<file path="config.mk">
export PLATFORM = sky130hd
export DESIGN_NAME = gpio_irq_ctrl
export DESIGN_NICKNAME = d
export VERILOG_FILES = /design/src/rtl/gpio_irq_pkg.sv /design/src/rtl/gpio_irq_sync.sv /design/src/rtl/gpio_irq_pin.sv /design/src/rtl/gpio_irq_ctrl.sv
export SDC_FILE = /design/constraint.sdc
export NUM_CORES = 1
export LEC_CHECK = 0
export BUFFER_PORTS_ARGS = -buffer_cell sky130_fd_sc_hd__buf_2
export CORE_UTILIZATION = 56
export DETAILED_ROUTE_END_ITERATION = 7
export PLACE_DENSITY = 0.8
export SYNTH_ARGS = -nofsm -noshare
export SYNTH_HDL_FRONTEND = slang
export SYNTH_SLANG_ARGS = --single-unit
</file>
<file path="constraint.sdc">
create_clock -name clk_i -period 1.88 [get_ports clk_i]
set_input_delay 0.188 -clock clk_i [delete_from_list [all_inputs] [get_ports clk_i]]
set_output_delay 0.188 -clock clk_i [all_outputs]
set_load 0.03 [all_outputs]
</file>
<file path="src/rtl/gpio_irq_pkg.sv">
package gpio_irq_pkg;
  localparam int unsigned CFG_W    = 9;
  localparam int unsigned GRP_LG   = 4;      // 16-byte group per pin
  localparam logic [1:0]  SUB_CFG  = 2'd2;   // word +0x8
  localparam logic [1:0]  SUB_STS  = 2'd3;   // word +0xC
  localparam logic [2:0]  TGT_NONE = 3'd7;

  typedef enum logic [1:0] {
    DET_LEVEL = 2'd0,
    DET_TO    = 2'd1,
    DET_FROM  = 2'd2,
    DET_ANY   = 2'd3
  } det_mode_e;

  typedef struct packed {
    logic       dc_en;
    logic [2:0] tgt;
    logic       raw_en;
    det_mode_e  mode;
    logic       pol;
    logic       en;
  } irq_cfg_t;

  localparam irq_cfg_t CFG_RST = '{dc_en: 1'b0, tgt: TGT_NONE, raw_en: 1'b0,
                                   mode: DET_LEVEL, pol: 1'b0, en: 1'b0};
endpackage

</file>
<file path="src/rtl/gpio_irq_sync.sv">
module gpio_irq_sync #(
  parameter int unsigned W = 8
) (
  input  logic         clk_i,
  input  logic         rst_ni,
  input  logic [W-1:0] d_i,
  output logic [W-1:0] q_o
);
  logic [W-1:0] s1_q, s2_q;

  always_ff @(posedge clk_i or negedge rst_ni) begin
    if (!rst_ni) begin
      s1_q <= '0;
      s2_q <= '0;
    end else begin
      s1_q <= d_i;
      s2_q <= s1_q;
    end
  end

  assign q_o = s2_q;
endmodule

</file>
<file path="src/rtl/gpio_irq_pin.sv">
module gpio_irq_pin
  import gpio_irq_pkg::*;
#(
  parameter logic [2:0] CORE_ID = 3'd4
) (
  input  logic     clk_i,
  input  logic     rst_ni,
  input  logic     cfg_we_i,
  input  irq_cfg_t cfg_wdata_i,
  input  logic     sts_clr_i,
  input  logic     smp_i,
  output irq_cfg_t cfg_o,
  output logic     sts_o,
  output logic     hit_o
);
  irq_cfg_t cfg_q;
  logic     prev_q, sts_q;
  logic     act, act_prev, evt;

  always_ff @(posedge clk_i or negedge rst_ni) begin
    if (!rst_ni) cfg_q <= CFG_RST;
    else if (cfg_we_i) cfg_q <= cfg_wdata_i;
  end

  always_ff @(posedge clk_i or negedge rst_ni) begin
    if (!rst_ni) prev_q <= 1'b0;
    else prev_q <= smp_i;
  end

  // fold polarity in so both samples are viewed active-high
  assign act      = smp_i  ~^ cfg_q.pol;
  assign act_prev = prev_q ~^ cfg_q.pol;

  always_comb begin
    unique case (cfg_q.mode)
      DET_LEVEL: evt = act;
      DET_TO:    evt = act & ~act_prev;
      DET_FROM:  evt = ~act & act_prev;
      DET_ANY:   evt = smp_i ^ prev_q;
      default:   evt = 1'b0;
    endcase
  end

  // a live event wins over a clear in the same cycle
  always_ff @(posedge clk_i or negedge rst_ni) begin
    if (!rst_ni) sts_q <= 1'b0;
    else if (cfg_q.raw_en && evt) sts_q <= 1'b1;
    else if (sts_clr_i) sts_q <= 1'b0;
  end

  assign cfg_o = cfg_q;
  assign sts_o = sts_q;
  assign hit_o = cfg_q.en & sts_q & (cfg_q.tgt == CORE_ID);
endmodule

</file>
<file path="src/rtl/gpio_irq_ctrl.sv">
module gpio_irq_ctrl
  import gpio_irq_pkg::*;
#(
  parameter int unsigned NUM_PINS  = 8,
  parameter int unsigned ADDR_W    = 16,
  parameter int unsigned DATA_W    = 32,
  parameter int unsigned BASE_ADDR = 32'h1000,
  parameter logic [2:0]  CORE_ID   = 3'd4
) (
  input  logic                clk_i,
  input  logic                rst_ni,
  input  logic                bus_we_i,
  input  logic [ADDR_W-1:0]   bus_addr_i,
  input  logic [DATA_W-1:0]   bus_wdata_i,
  output logic [DATA_W-1:0]   bus_rdata_o,
  input  logic [NUM_PINS-1:0] pin_i,
  output logic                irq_o
);
  localparam int unsigned PIN_W = (NUM_PINS > 1) ? $clog2(NUM_PINS) : 1;
  localparam int unsigned SPAN  = NUM_PINS << GRP_LG;

  logic [ADDR_W-1:0]   off;
  logic                in_rng, aligned;
  logic [PIN_W-1:0]    sel;
  logic [1:0]          sub;
  logic [NUM_PINS-1:0] smp_q, sts_q, hit, sts_clr, cfg_we;
  irq_cfg_t            cfg_q [NUM_PINS];
  irq_cfg_t            wcfg;
  logic                unused_bits;

  assign off     = bus_addr_i - ADDR_W'(BASE_ADDR);
  assign in_rng  = (32'(bus_addr_i) >= BASE_ADDR) && (32'(off) < SPAN);
  assign aligned = (off[1:0] == 2'b00);
  assign sel     = off[GRP_LG +: PIN_W];
  assign sub     = off[3:2];
  assign wcfg    = irq_cfg_t'(bus_wdata_i[CFG_W-1:0]);
  assign unused_bits = ^{off, bus_wdata_i};

  gpio_irq_sync #(.W(NUM_PINS)) sync_i (
    .clk_i (clk_i),
    .rst_ni(rst_ni),
    .d_i   (pin_i),
    .q_o   (smp_q)
  );

  for (genvar k = 0; k < NUM_PINS; k++) begin : g_pin
    logic hit_grp;
    assign hit_grp    = bus_we_i & in_rng & aligned & (32'(sel) == k);
    assign cfg_we[k]  = hit_grp & (sub == SUB_CFG);
    assign sts_clr[k] = hit_grp & (sub == SUB_STS) & ~bus_wdata_i[0];

    gpio_irq_pin #(.CORE_ID(CORE_ID)) pin_i_u (
      .clk_i      (clk_i),
      .rst_ni     (rst_ni),
      .cfg_we_i   (cfg_we[k]),
      .cfg_wdata_i(wcfg),
      .sts_clr_i  (sts_clr[k]),
      .smp_i      (smp_q[k]),
      .cfg_o      (cfg_q[k]),
      .sts_o      (sts_q[k]),
      .hit_o      (hit[k])
    );
  end

  always_comb begin
    bus_rdata_o = '0;
    if (in_rng && aligned) begin
      for (int k = 0; k < NUM_PINS; k++) begin
        if (32'(sel) == k) begin
          if (sub == SUB_CFG)      bus_rdata_o[CFG_W-1:0] = cfg_q[k];
          else if (sub == SUB_STS) bus_rdata_o[0]         = sts_q[k];
        end
      end
    end
  end

  always_ff @(posedge clk_i or negedge rst_ni) begin
    if (!rst_ni) irq_o <= 1'b0;
    else irq_o <= |hit;
  end
endmodule

</file>
# Yosys cells after proc, flatten, opt, wreduce, memory -nomap -nowiden
# Index checks and enable logic that the tools add are counted.
# W data, S select, Z words.
dict set report word_totals {
  reg_bits 105
  wordCells 308
  out_inout_bits 33
  inputBits 59
}
dict set report classes {
  order_cmp 2
  bitwise 107
  addsub 1
  muxes 61
  reduce_logical 29
  n_eq_ne 41
}
# op count
set ops {}
lappend ops {{$mux W9} 13}
lappend ops {{$and A1 B1 Y1} 66}
lappend ops {{$mux W8} 8}
lappend ops {{$eq A2 B2 Y1 const B} 18}
lappend ops {{$eq A3 B3 Y1 const B} 12}
lappend ops {{$mux W1} 32}
lappend ops {{$pmux W1 S4} 8}
lappend ops {{$logic_not A2 Y1} 9}
lappend ops {{$not A1 Y1} 17}
lappend ops {{$eq A2 B1 Y1 const B} 8}
lappend ops {{$ge A16 B13 Y1 const B} 1}
lappend ops {{$lt A16 B8 Y1 const B} 1}
lappend ops {{$reduce_bool A2 Y1} 8}
lappend ops {{$sub A16 B13 Y16 const B} 1}
lappend ops {{$xnor A1 B1 Y1} 16}
lappend ops {{$logic_and A1 B1 Y1} 10}
lappend ops {{$reduce_or A8 Y1} 1}
lappend ops {{$xor A1 B1 Y1} 8}
lappend ops {{$eq A3 B2 Y1 const B} 2}
lappend ops {{$eq A3 B1 Y1 const B} 1}
lappend ops {{$logic_not A3 Y1} 1}

# Logic depth before layout (Yosys ltp)
# Gate-level depths: netlist (run 1).
dict set report logic_depth {
  depth_word 31
  ltp_mapped 7
}

# Hierarchy
# Synthesis (run 1) repeated with hierarchy kept, for this count alone.
dict set report hier_totals {
  cells_unflattened 469
  area_unflattened_um2 5372.7
}
# module cells_each instances area_each_um2
set by_module_without_submodules {}
lappend by_module_without_submodules {gpio_irq_pin 33 8 462.9}
lappend by_module_without_submodules {gpio_irq_ctrl 189 1 1268.7}
lappend by_module_without_submodules {gpio_irq_sync 16 1 400.4}

# Worst setup path after synthesis (run 1)
# Ideal clock, no wire load.
dict set report synth_timing {
  kind {input -> output}
  start {input port bus_addr_i[4]}
  end {output port bus_rdata_o[1]}
  required_ns 1.692
  cell_stages 4
  path_slack_ns -0.296
  n_path_buf 1
  t_arrival_ns 1.988
  cell_sequence {buf_1 > nor3b_1 > a21oi_1 > a211oi_1}
}
dict set report synth_via {
  elab_chain_len 22
  word_cells_on_any_way 33
  classes_between {add/sub (1); order compare (2); eq/ne (7); mux (20); reduce/logical (3)}
}
# element line
set synth_rtl {}
lappend synth_rtl {{start: declaration} gpio_irq_ctrl.sv:13} ;# input logic [ADDR_W-1:0] bus_addr_i,
lappend synth_rtl {{$sub A16 B13 Y16} gpio_irq_ctrl.sv:31} ;# assign off = bus_addr_i - ADDR_W'(BASE_ADDR);
lappend synth_rtl {{$logic_not A3 Y1} gpio_irq_ctrl.sv:69} ;# if (32'(sel) == k) begin
lappend synth_rtl {{$mux W9} gpio_irq_ctrl.sv:69}
lappend synth_rtl {{$mux W9} gpio_irq_ctrl.sv:67} ;# if (in_rng && aligned) begin
lappend synth_rtl {{$mux W8} gpio_irq_ctrl.sv:70} ;# if (sub == SUB_CFG) bus_rdata_o[CFG_W-1:0] = cfg_q[k];
lappend synth_rtl {{$mux W9} gpio_irq_ctrl.sv:69}
lappend synth_rtl {{$mux W9} gpio_irq_ctrl.sv:67}
lappend synth_rtl {{$mux W8} gpio_irq_ctrl.sv:70}
lappend synth_rtl {{[6 not listed]} -}
lappend synth_rtl {{$mux W9} gpio_irq_ctrl.sv:69}
lappend synth_rtl {{$mux W8} gpio_irq_ctrl.sv:70}
lappend synth_rtl {{$mux W9} gpio_irq_ctrl.sv:69}
lappend synth_rtl {{$mux W8} gpio_irq_ctrl.sv:70}
lappend synth_rtl {{$mux W9} gpio_irq_ctrl.sv:69}
lappend synth_rtl {{$mux W8} gpio_irq_ctrl.sv:70}
lappend synth_rtl {{$mux W9} gpio_irq_ctrl.sv:69}
lappend synth_rtl {{$mux W9 (*)} gpio_irq_ctrl.sv:67}
lappend synth_rtl {{end: declaration} gpio_irq_ctrl.sv:15} ;# output logic [DATA_W-1:0] bus_rdata_o,
# Mark *: on every way between the ends. The rest lies on a longest branch, timed or not. The select of a mux whose other input is x is not followed.

# Worst setup path after layout (run 1)
dict set report layout_timing {
  start {register, netlist name g_pin[0].pin_i_u.cfg_o[0]}
  end {output port bus_rdata_o[0]}
}
dict set report layout_via {
  elab_chain_len 28
}
# element line
set layout_rtl {}
lappend layout_rtl {{$mux W1 (*)} gpio_irq_ctrl.sv:70}
lappend layout_rtl {{$mux W9 (*)} gpio_irq_ctrl.sv:69}
lappend layout_rtl {{$mux W9 (*)} gpio_irq_ctrl.sv:67}
lappend layout_rtl {{$mux W1} gpio_irq_ctrl.sv:71} ;# else if (sub == SUB_STS) bus_rdata_o[0] = sts_q[k];
lappend layout_rtl {{$mux W1} gpio_irq_ctrl.sv:70}
lappend layout_rtl {{$mux W9 (*)} gpio_irq_ctrl.sv:69}
lappend layout_rtl {{$mux W9 (*)} gpio_irq_ctrl.sv:67}
lappend layout_rtl {{$mux W1} gpio_irq_ctrl.sv:71}
lappend layout_rtl {{[12 not listed]} -}
lappend layout_rtl {{$mux W9 (*)} gpio_irq_ctrl.sv:69}
lappend layout_rtl {{$mux W1} gpio_irq_ctrl.sv:71}
lappend layout_rtl {{$mux W1} gpio_irq_ctrl.sv:70}
lappend layout_rtl {{$mux W9 (*)} gpio_irq_ctrl.sv:69}
lappend layout_rtl {{$mux W1} gpio_irq_ctrl.sv:71}
lappend layout_rtl {{$mux W1} gpio_irq_ctrl.sv:70}
lappend layout_rtl {{$mux W9 (*)} gpio_irq_ctrl.sv:69}
lappend layout_rtl {{$mux W9 (*)} gpio_irq_ctrl.sv:67}
# Marked as above.

==> results.toml, run 1 <==
[status]
status = "finished, violations left"
violations = "setup timing"

[sta]
timing.final.crit_share = 1.067
rsz0062_at_grt = "true"
fin_worst_skew_ns = 0.01094
maxSlewViolCount = 0
max_slew_margin = 0.6178
max_freq_ghz = 0.4986
hold_violations = 0
finalSetupViolations = 2
period_minus_slack_ns = 2.006
setup_ws_ns = -0.1255
tightest_slew_ns = 0.5734

[finish]
area_delta_synth_final_pct = 20.42
antenna_cells = 0
final_cells = 664
drive_gt1_frac = 0.4430
finalNetCount = 607
final_core_util = 0.6924

[placed_design]
place_inst = 622
gp_congestion = 0.9034
io_buffers = 45
dp_hpwl_mm = 8.834

[floorplan]
ios = 92
dieArea_mm2 = 0.009789
die_h_um = 98.94
start_util = 0.5750
die_x_um = 98.94
core_mm2 = 0.009153
rows = 35

[job]
drv_cap = 0

[logic_synthesis]
yosysSeqAreaShare = 0.5050
yosys.area_share.xor_xnor = 0.02663
syn_avg_cell_area_um2 = 11.80
synth_top_family_by_area = "multiplexers"
netlist_area_mm2 = 0.005263
yosys.area.top_type = "dfrtp_1"
synth_fa_ha_area_frac = 0
synth_top_area_frac = 0.3852
synth.most_common_cell = "dfrtp_1"
synth_compound_area_frac = 0.08773
synth_edf_count = 0
synth.ff_latch_count = 105
synthArstFlopShare = 1.000
ys_warn_count = 0
muxShareOfSynthArea = 0.1921
synth_area_leaders = "dfrtp_1, mux2_2, dfstp_2, buf_4, nor2_1"
synthTopCellsByCount = "dfrtp_1, mux2_2, nor2_1, dfstp_2"
synthCells = 446
synthSimpleGateAreaFrac = 0.1457
ys_types = 45
synth_top_flop_cell = "dfrtp_1"

[global_routing]
grt_pass1_vias = 4011
overflow = 0
grt_use_total = 0.2650
grt_max_degree = 44
grt_pass1_wl_mm = 19.60
antenna_found_initial = 0

[cts]
htree_levels = 3
root_buffer = "clkbuf_8"
clk_latency_ns = 0.38
cts_buffers = 9
path_clk_slew_ns = 0.11
cts_tree = "done"
clkSinkCount = 105
clock_path_buffers = 2

[setup_path]
start_kind = "flop"
critPathMaxFanout = 2
critical_path_class = "reg2out"
critPathRequiredTime_ns = 1.69
critPathArrivalTime_ns = 1.82
endpoint_kind = "output port"

[detailed_routing]
wl_per_cell_um = 18.60
via_count = 3949
drtIter0Drc = 240
dr.pass1.iters = 5
routed_wl_mm = 12.35
drc = 0
vias_per_cell = 5.947
ant_nets = 0

[power]
peakVddDrop_mv = 0.4148
powerDensity_mw_per_mm2 = 663.9
power_leakage_nw = 2.836

[min_path]
hold_path_class = "in2reg"
-- path summary, 6_finish.rpt --
kind,start,to,slack [ns],cells past startpoint
max in group asynchronous,rst_ni,g_pin[2].pin_i_u.cfg_o[1]$_DFFE_PN0P_,0.87,3
min reg2reg,sync_i.s1_q[2]$_DFF_PN0_,sync_i.q_o[2]$_DFF_PN0_,0.35,0
min in group asynchronous,rst_ni,irq_o$_DFF_PN0_,0.34,2
max,g_pin[0].pin_i_u.cfg_o[0]$_DFFE_PN0P_,bus_rdata_o[0],-0.13,5
max reg2reg,g_pin[0].pin_i_u.cfg_o[0]$_DFFE_PN0P_,irq_o$_DFF_PN0_,0.46,6
min,bus_wdata_i[8],g_pin[4].pin_i_u.cfg_o[8]$_DFFE_PN0P_,0.17,2
-- power breakdown --
group          internal [mW]  total [mW]  switching (mW)
logic                  0.132       0.386           0.254
clock network          0.683        1.51           0.831
registers               2.29        2.31          0.0201
-- sequential cells by signal, indices dropped and copies added (netlist names) --
| name | cells |
|---|---|
| sync_i.q_o | 8 |
| g_pin.pin_i_u.prev_q | 8 |
| irq_o | 1 |
| sync_i.s1_q | 8 |
| g_pin.pin_i_u.sts_o | 8 |
| g_pin.pin_i_u.cfg_o | 72 |
-- metrics by stage --
| step | setup TNS (ns) | cell area (um2) | hold slack (ns) | setup WS [ns] | total power [mW] |
|---|---|---|---|---|---|
| finish | -0.1857 | 6337 | 0.1678 | -0.1255 | 4.207 |
| global route | -0.3581 | 6337 | 0.1580 | -0.1485 | 4.345 |
| CTS | -0.1382 | 6251 | 0.1498 | -0.1382 | 4.224 |
| detailed placement | -0.05759 | 5824 | 0.2158 | -0.01511 | 2.706 |
| global placement | 0 | 5824 | 0.2113 | 0.04899 | 2.694 |
| floorplan | 0 | 5385 | -0.1076 | 0.002787 | 2.562 |
-- cells by family after synthesis --
family	after synthesis
and+or+nand+nor	130
DFF	105
muxes	87
AOI/OAI and AO/OA	72
buffers and inverters	35
xor gates and xnor gates	16
other	1
-- cell usage in the layout (no fill, tap or decap), types with 3 or more instances in the layout --
cell / count
nor3_2: 6
nand4_1: 14
mux4_2: 3
o221ai_1: 8
nand2_1: 8
dlygate4sd3_1: 9
clkbuf_8: 10
dfrtp_1: 79
nor2b_1: 8
nand3_1: 3
xnor2_1: 8
a21oi_1: 22
nor2_1: 37
o21ai_1: 3
nor2_2: 7
xor2_1: 8
buf_12: 4
dfstp_2: 24
nand2b_1: 19
mux2_1: 9
buf_4: 51
conb_1: 23
mux2_2: 72
o21ai_0: 11
nor3_1: 3
nand3b_1: 8
o211ai_1: 14
a211oi_2: 7
buf_2: 37
-- per-layer routing --
layer / share of wire / up-vias / wire length (um) / global-route usage
met3: 0.051 / 36 / 633 / 0.04610
li1: - / 1798 / - / -
met2: 0.51 / 146 / 6275 / 0.4583
met5: 0 / - / 0 / 0
met4: 0.027 / 0 / 339 / 0.1079
met1: 0.41 / 1969 / 5100 / 0.3305
-- layout make-up --
type | instances | area [um2]
multi-input cells | 328 | 2561
inverters | 1 | 3.754
repair buffers | 103 | 757.0
clock buffers | 10 | 137.6
clock inverters | 6 | 78.83
fillers | 620 | 2815
well taps | 111 | 138.9
flip-flops and latches | 105 | 2660
-- worst max-delay path, stage by stage (launching register included) --
cell and delay (ns):
dfrtp_1 0.38, nor2b_2 0.16, a2111oi_2 0.06, or4_4 0.54, a21oi_2 0.15, buf_6 0.15
-- repair_timing --
item / CTS / global route
pin swaps: 7 / 6
endpoints found under the setup margin: 7 / 9
endpoints found under the hold margin: 30 / 0
hold buffers: 9 / 0
resized for setup: 17 / 10
buffers inserted: 10 / 7
Power figures use the tool's default switching activity.
==> run 2: changes to the inputs <==
--- a/config.mk
+++ b/config.mk
@@ -5,6 +5,7 @@
 export SDC_FILE = /design/constraint.sdc
 export NUM_CORES = 1
 export LEC_CHECK = 0
+export ABC_AREA = 1
 export BUFFER_PORTS_ARGS = -buffer_cell sky130_fd_sc_hd__buf_2
 export CORE_UTILIZATION = 56
 export DETAILED_ROUTE_END_ITERATION = 7
==> results.toml, run 2 <==
[logic_synthesis]
synthCells = 591
yosysSeqAreaShare = 0.5030
ys_types = 39
ys_warn_count = 0
synth_top_area_frac = 0.3836
synthTopCellsByCount = "nand2_1, dfrtp_1, o21ai_1, inv_1, nand3_1"
synth.most_common_cell = "nand2_1"
synth.ff_latch_count = 105
synth_top_flop_cell = "dfrtp_1"
netlist_area_mm2 = 0.005284
synth_edf_count = 0
synthArstFlopShare = 1.000
synth_area_leaders = "dfrtp_1, dfstp_2, nand2_1, o21ai_1, buf_4"
yosys.area.top_type = "dfrtp_1"
syn_avg_cell_area_um2 = 8.940

[setup_path]
endpoint_kind = "output port"
cpMostUsedCell = "nand2_1"
start_kind = "flop"
cp_slowest_cell = "dfstp_2"
critPathMaxFanout = 2
crit_buf_inv = 2
critical_path_class = "reg2out"
path_cells = "inv_2 > o21ai_2 > nand2_1 > o211ai_1 > nand2_1 > nand2_1 > nand2_1 > a21oi_2 > buf_6"
crit_family = "flip-flops"
critPathRequiredTime_ns = 1.69
slowest_delay_ns = 0.55
critPathArrivalTime_ns = 1.85

[status]
violations = "setup timing"
status = "finished, violations left"

[floorplan]
rows = 35
dieArea_mm2 = 0.009828
start_util = 0.5746
die_h_um = 99.14
core_mm2 = 0.009196
ios = 92
die_x_um = 99.14

[detailed_routing]
wl_per_cell_um = 16.07
via_count = 4501
vias_per_cell = 5.591
drtIter0Drc = 330
routed_wl_mm = 12.93
top_layer = "met4"
drt-met1-wl_mm = 5.402
drc = 0
ant_nets = 0
dr_wl_met2_mm = 6.189
dr.pass1.iters = 5
wl_met3_mm = 1.023

[cts]
root_buffer = "clkbuf_8"
cts_tree = "done"
clk_latency_ns = 0.37
clock_path_buffers = 2
cts_buffers = 9
htree_levels = 3
path_clk_slew_ns = 0.11
clkSinkCount = 105

[sta]
period_minus_slack_ns = 2.043
maxSlewViolCount = 0
setup_ws_ns = -0.1628
fin_worst_skew_ns = 0.01179
fin_hold_ws_ns = 0.2488
timing.final.crit_share = 1.087
rsz0062_at_grt = "true"
hold_violations = 0
max_freq_ghz = 0.4895
finalSetupViolations = 5

[finish]
largest_register_ffs = 72
area_delta_synth_final_pct = 21.55
drive_gt1_frac = 0.3228
finalNetCount = 748
fillers = 677
seq_area_mm2 = 0.002658
antenna_cells = 0
layout_commonest_cell = "nand2_1"
multi_input_area_mm2 = 0.002391
mostFrequentLayoutCells = "nand2_1, dfrtp_1, o21ai_1, buf_4, buf_2"

[global_routing]
antenna_found_initial = 0
grt_pass1_vias = 4085
grt_max_degree = 45
grt_use_total = 0.2668
grt_pass1_wl_mm = 20.16
overflow = 0

[power]
power_leakage_nw = 2.888
seqPwrFrac = 0.534
clockPowerShare = 0.366
powerDensity_mw_per_mm2 = 671.6
power_frac_comb = 0.101
power.internal_mw = 3.193
peakVddDrop_mv = 0.4354
p_switching_mw = 1.121
p_sw_frac = 0.2598
total_power_mw = 4.313

[placed_design]
gp_congestion = 0.9123
io_buffers = 45
dp_hpwl_mm = 8.491

[min_path]
hold_path_class = "in2reg"

[job]
drv_cap = 0
-- run 2: cell count changes in the layout (fill, tap and decap cells not counted), moves of 11 or more --
| cell | change |
|---|---|
| a21oi_1 | -13 |
| inv_1 | +29 |
| inv_2 | +11 |
| mux2_2 | -72 |
| nand2_1 | +140 |
| nand2_2 | +14 |
| nand2b_1 | -19 |
| nand3_1 | +15 |
| nor2_1 | -20 |
| o21ai_1 | +52 |
| o21ai_2 | +21 |
-- run 2: cells by family after synthesis --
family,after synthesis,share of synthesized area
compound gates,144,0.1636
xor+xnor,16,0.02652
buf+inv,81,0.08596
flops,105,0.5030
other cells,1,0.0007097
simple gates,244,0.2202
-- run 2: layout make-up --
| type | count | share of cell area |
|---|---|---|
| clock buffers | 9 | 0.01929 |
| clock inverters | 7 | 0.01578 |
| inverters | 45 | 0.03059 |
| multi-input cells | 427 | 0.3723 |
| flip-flops and latches | 105 | 0.4138 |
| well taps | 111 | 0.02162 |
| repair buffers | 101 | 0.1266 |
-- run 2: path summary, 6_finish.rpt --
path	end	from	depth (start not counted)	slack, ns
max reg2reg	g_pin[1].pin_i_u.sts_o$_DFFE_PN0P_	g_pin[1].pin_i_u.cfg_o[1]$_DFFE_PN0P_	8	0.44
min in group asynchronous	sync_i.s1_q[7]$_DFF_PN0_	rst_ni	2	0.29
max in group asynchronous	g_pin[0].pin_i_u.cfg_o[5]$_DFFE_PN1P_	rst_ni	3	0.95
min	g_pin[7].pin_i_u.cfg_o[8]$_DFFE_PN0P_	bus_wdata_i[8]	3	0.25
min reg2reg	sync_i.q_o[0]$_DFF_PN0_	sync_i.s1_q[0]$_DFF_PN0_	0	0.36
max	bus_rdata_o[6]	g_pin[0].pin_i_u.cfg_o[6]$_DFFE_PN1P_	9	-0.16
-- run 2: power by group through the flow --
stage / clock network, mW / registers, mW / logic (mW)
final: 1.58 / 2.30 / 0.434
after global routing: 1.70 / 2.31 / 0.474
after CTS: 1.59 / 2.30 / 0.391
after detailed placement: 0 / 2.35 / 0.370
after global placement: 0 / 2.34 / 0.365
after floorplan: 0 / 2.34 / 0.241
-- run 2: metrics by stage --
stage               instance area [um2]  setup WS (ns)  instances  utilization  setup TNS [ns]
global route                       6422        -0.2507        805       0.6984          -1.138
floorplan                          5381       0.007653        613            -               0
finish                             6422        -0.1628        805       0.6984         -0.3391
detailed placement                 5685        -0.1077        757       0.6182         -0.3767
global placement                   5685       -0.02029        757       0.6182        -0.02200
CTS                                6100        -0.1382        789       0.6633         -0.2978
-- run 2: timing repair --
action	CTS	global route
setup buffers	7	16
pin swaps	4	26
resized for setup	21	58
hold endpoints to repair	34	0
endpoints found under the setup margin	9	9
hold buffers	9	0
-- run 2: layer usage --
layer | global-route usage | vias to the layer above
li1 | - | 2124
met1 | 0.3613 | 2136
met2 | 0.4293 | 215
met3 | 0.04287 | 26
met4 | 0.1188 | 0
met5 | 0 | -
-- run 2: worst min-delay path: cells and delay by family --
family | cells | cell delay [ns]
AO/OA/AOI/OAI | 1 | 0.17
buffers and inverters | 2 | 0.23
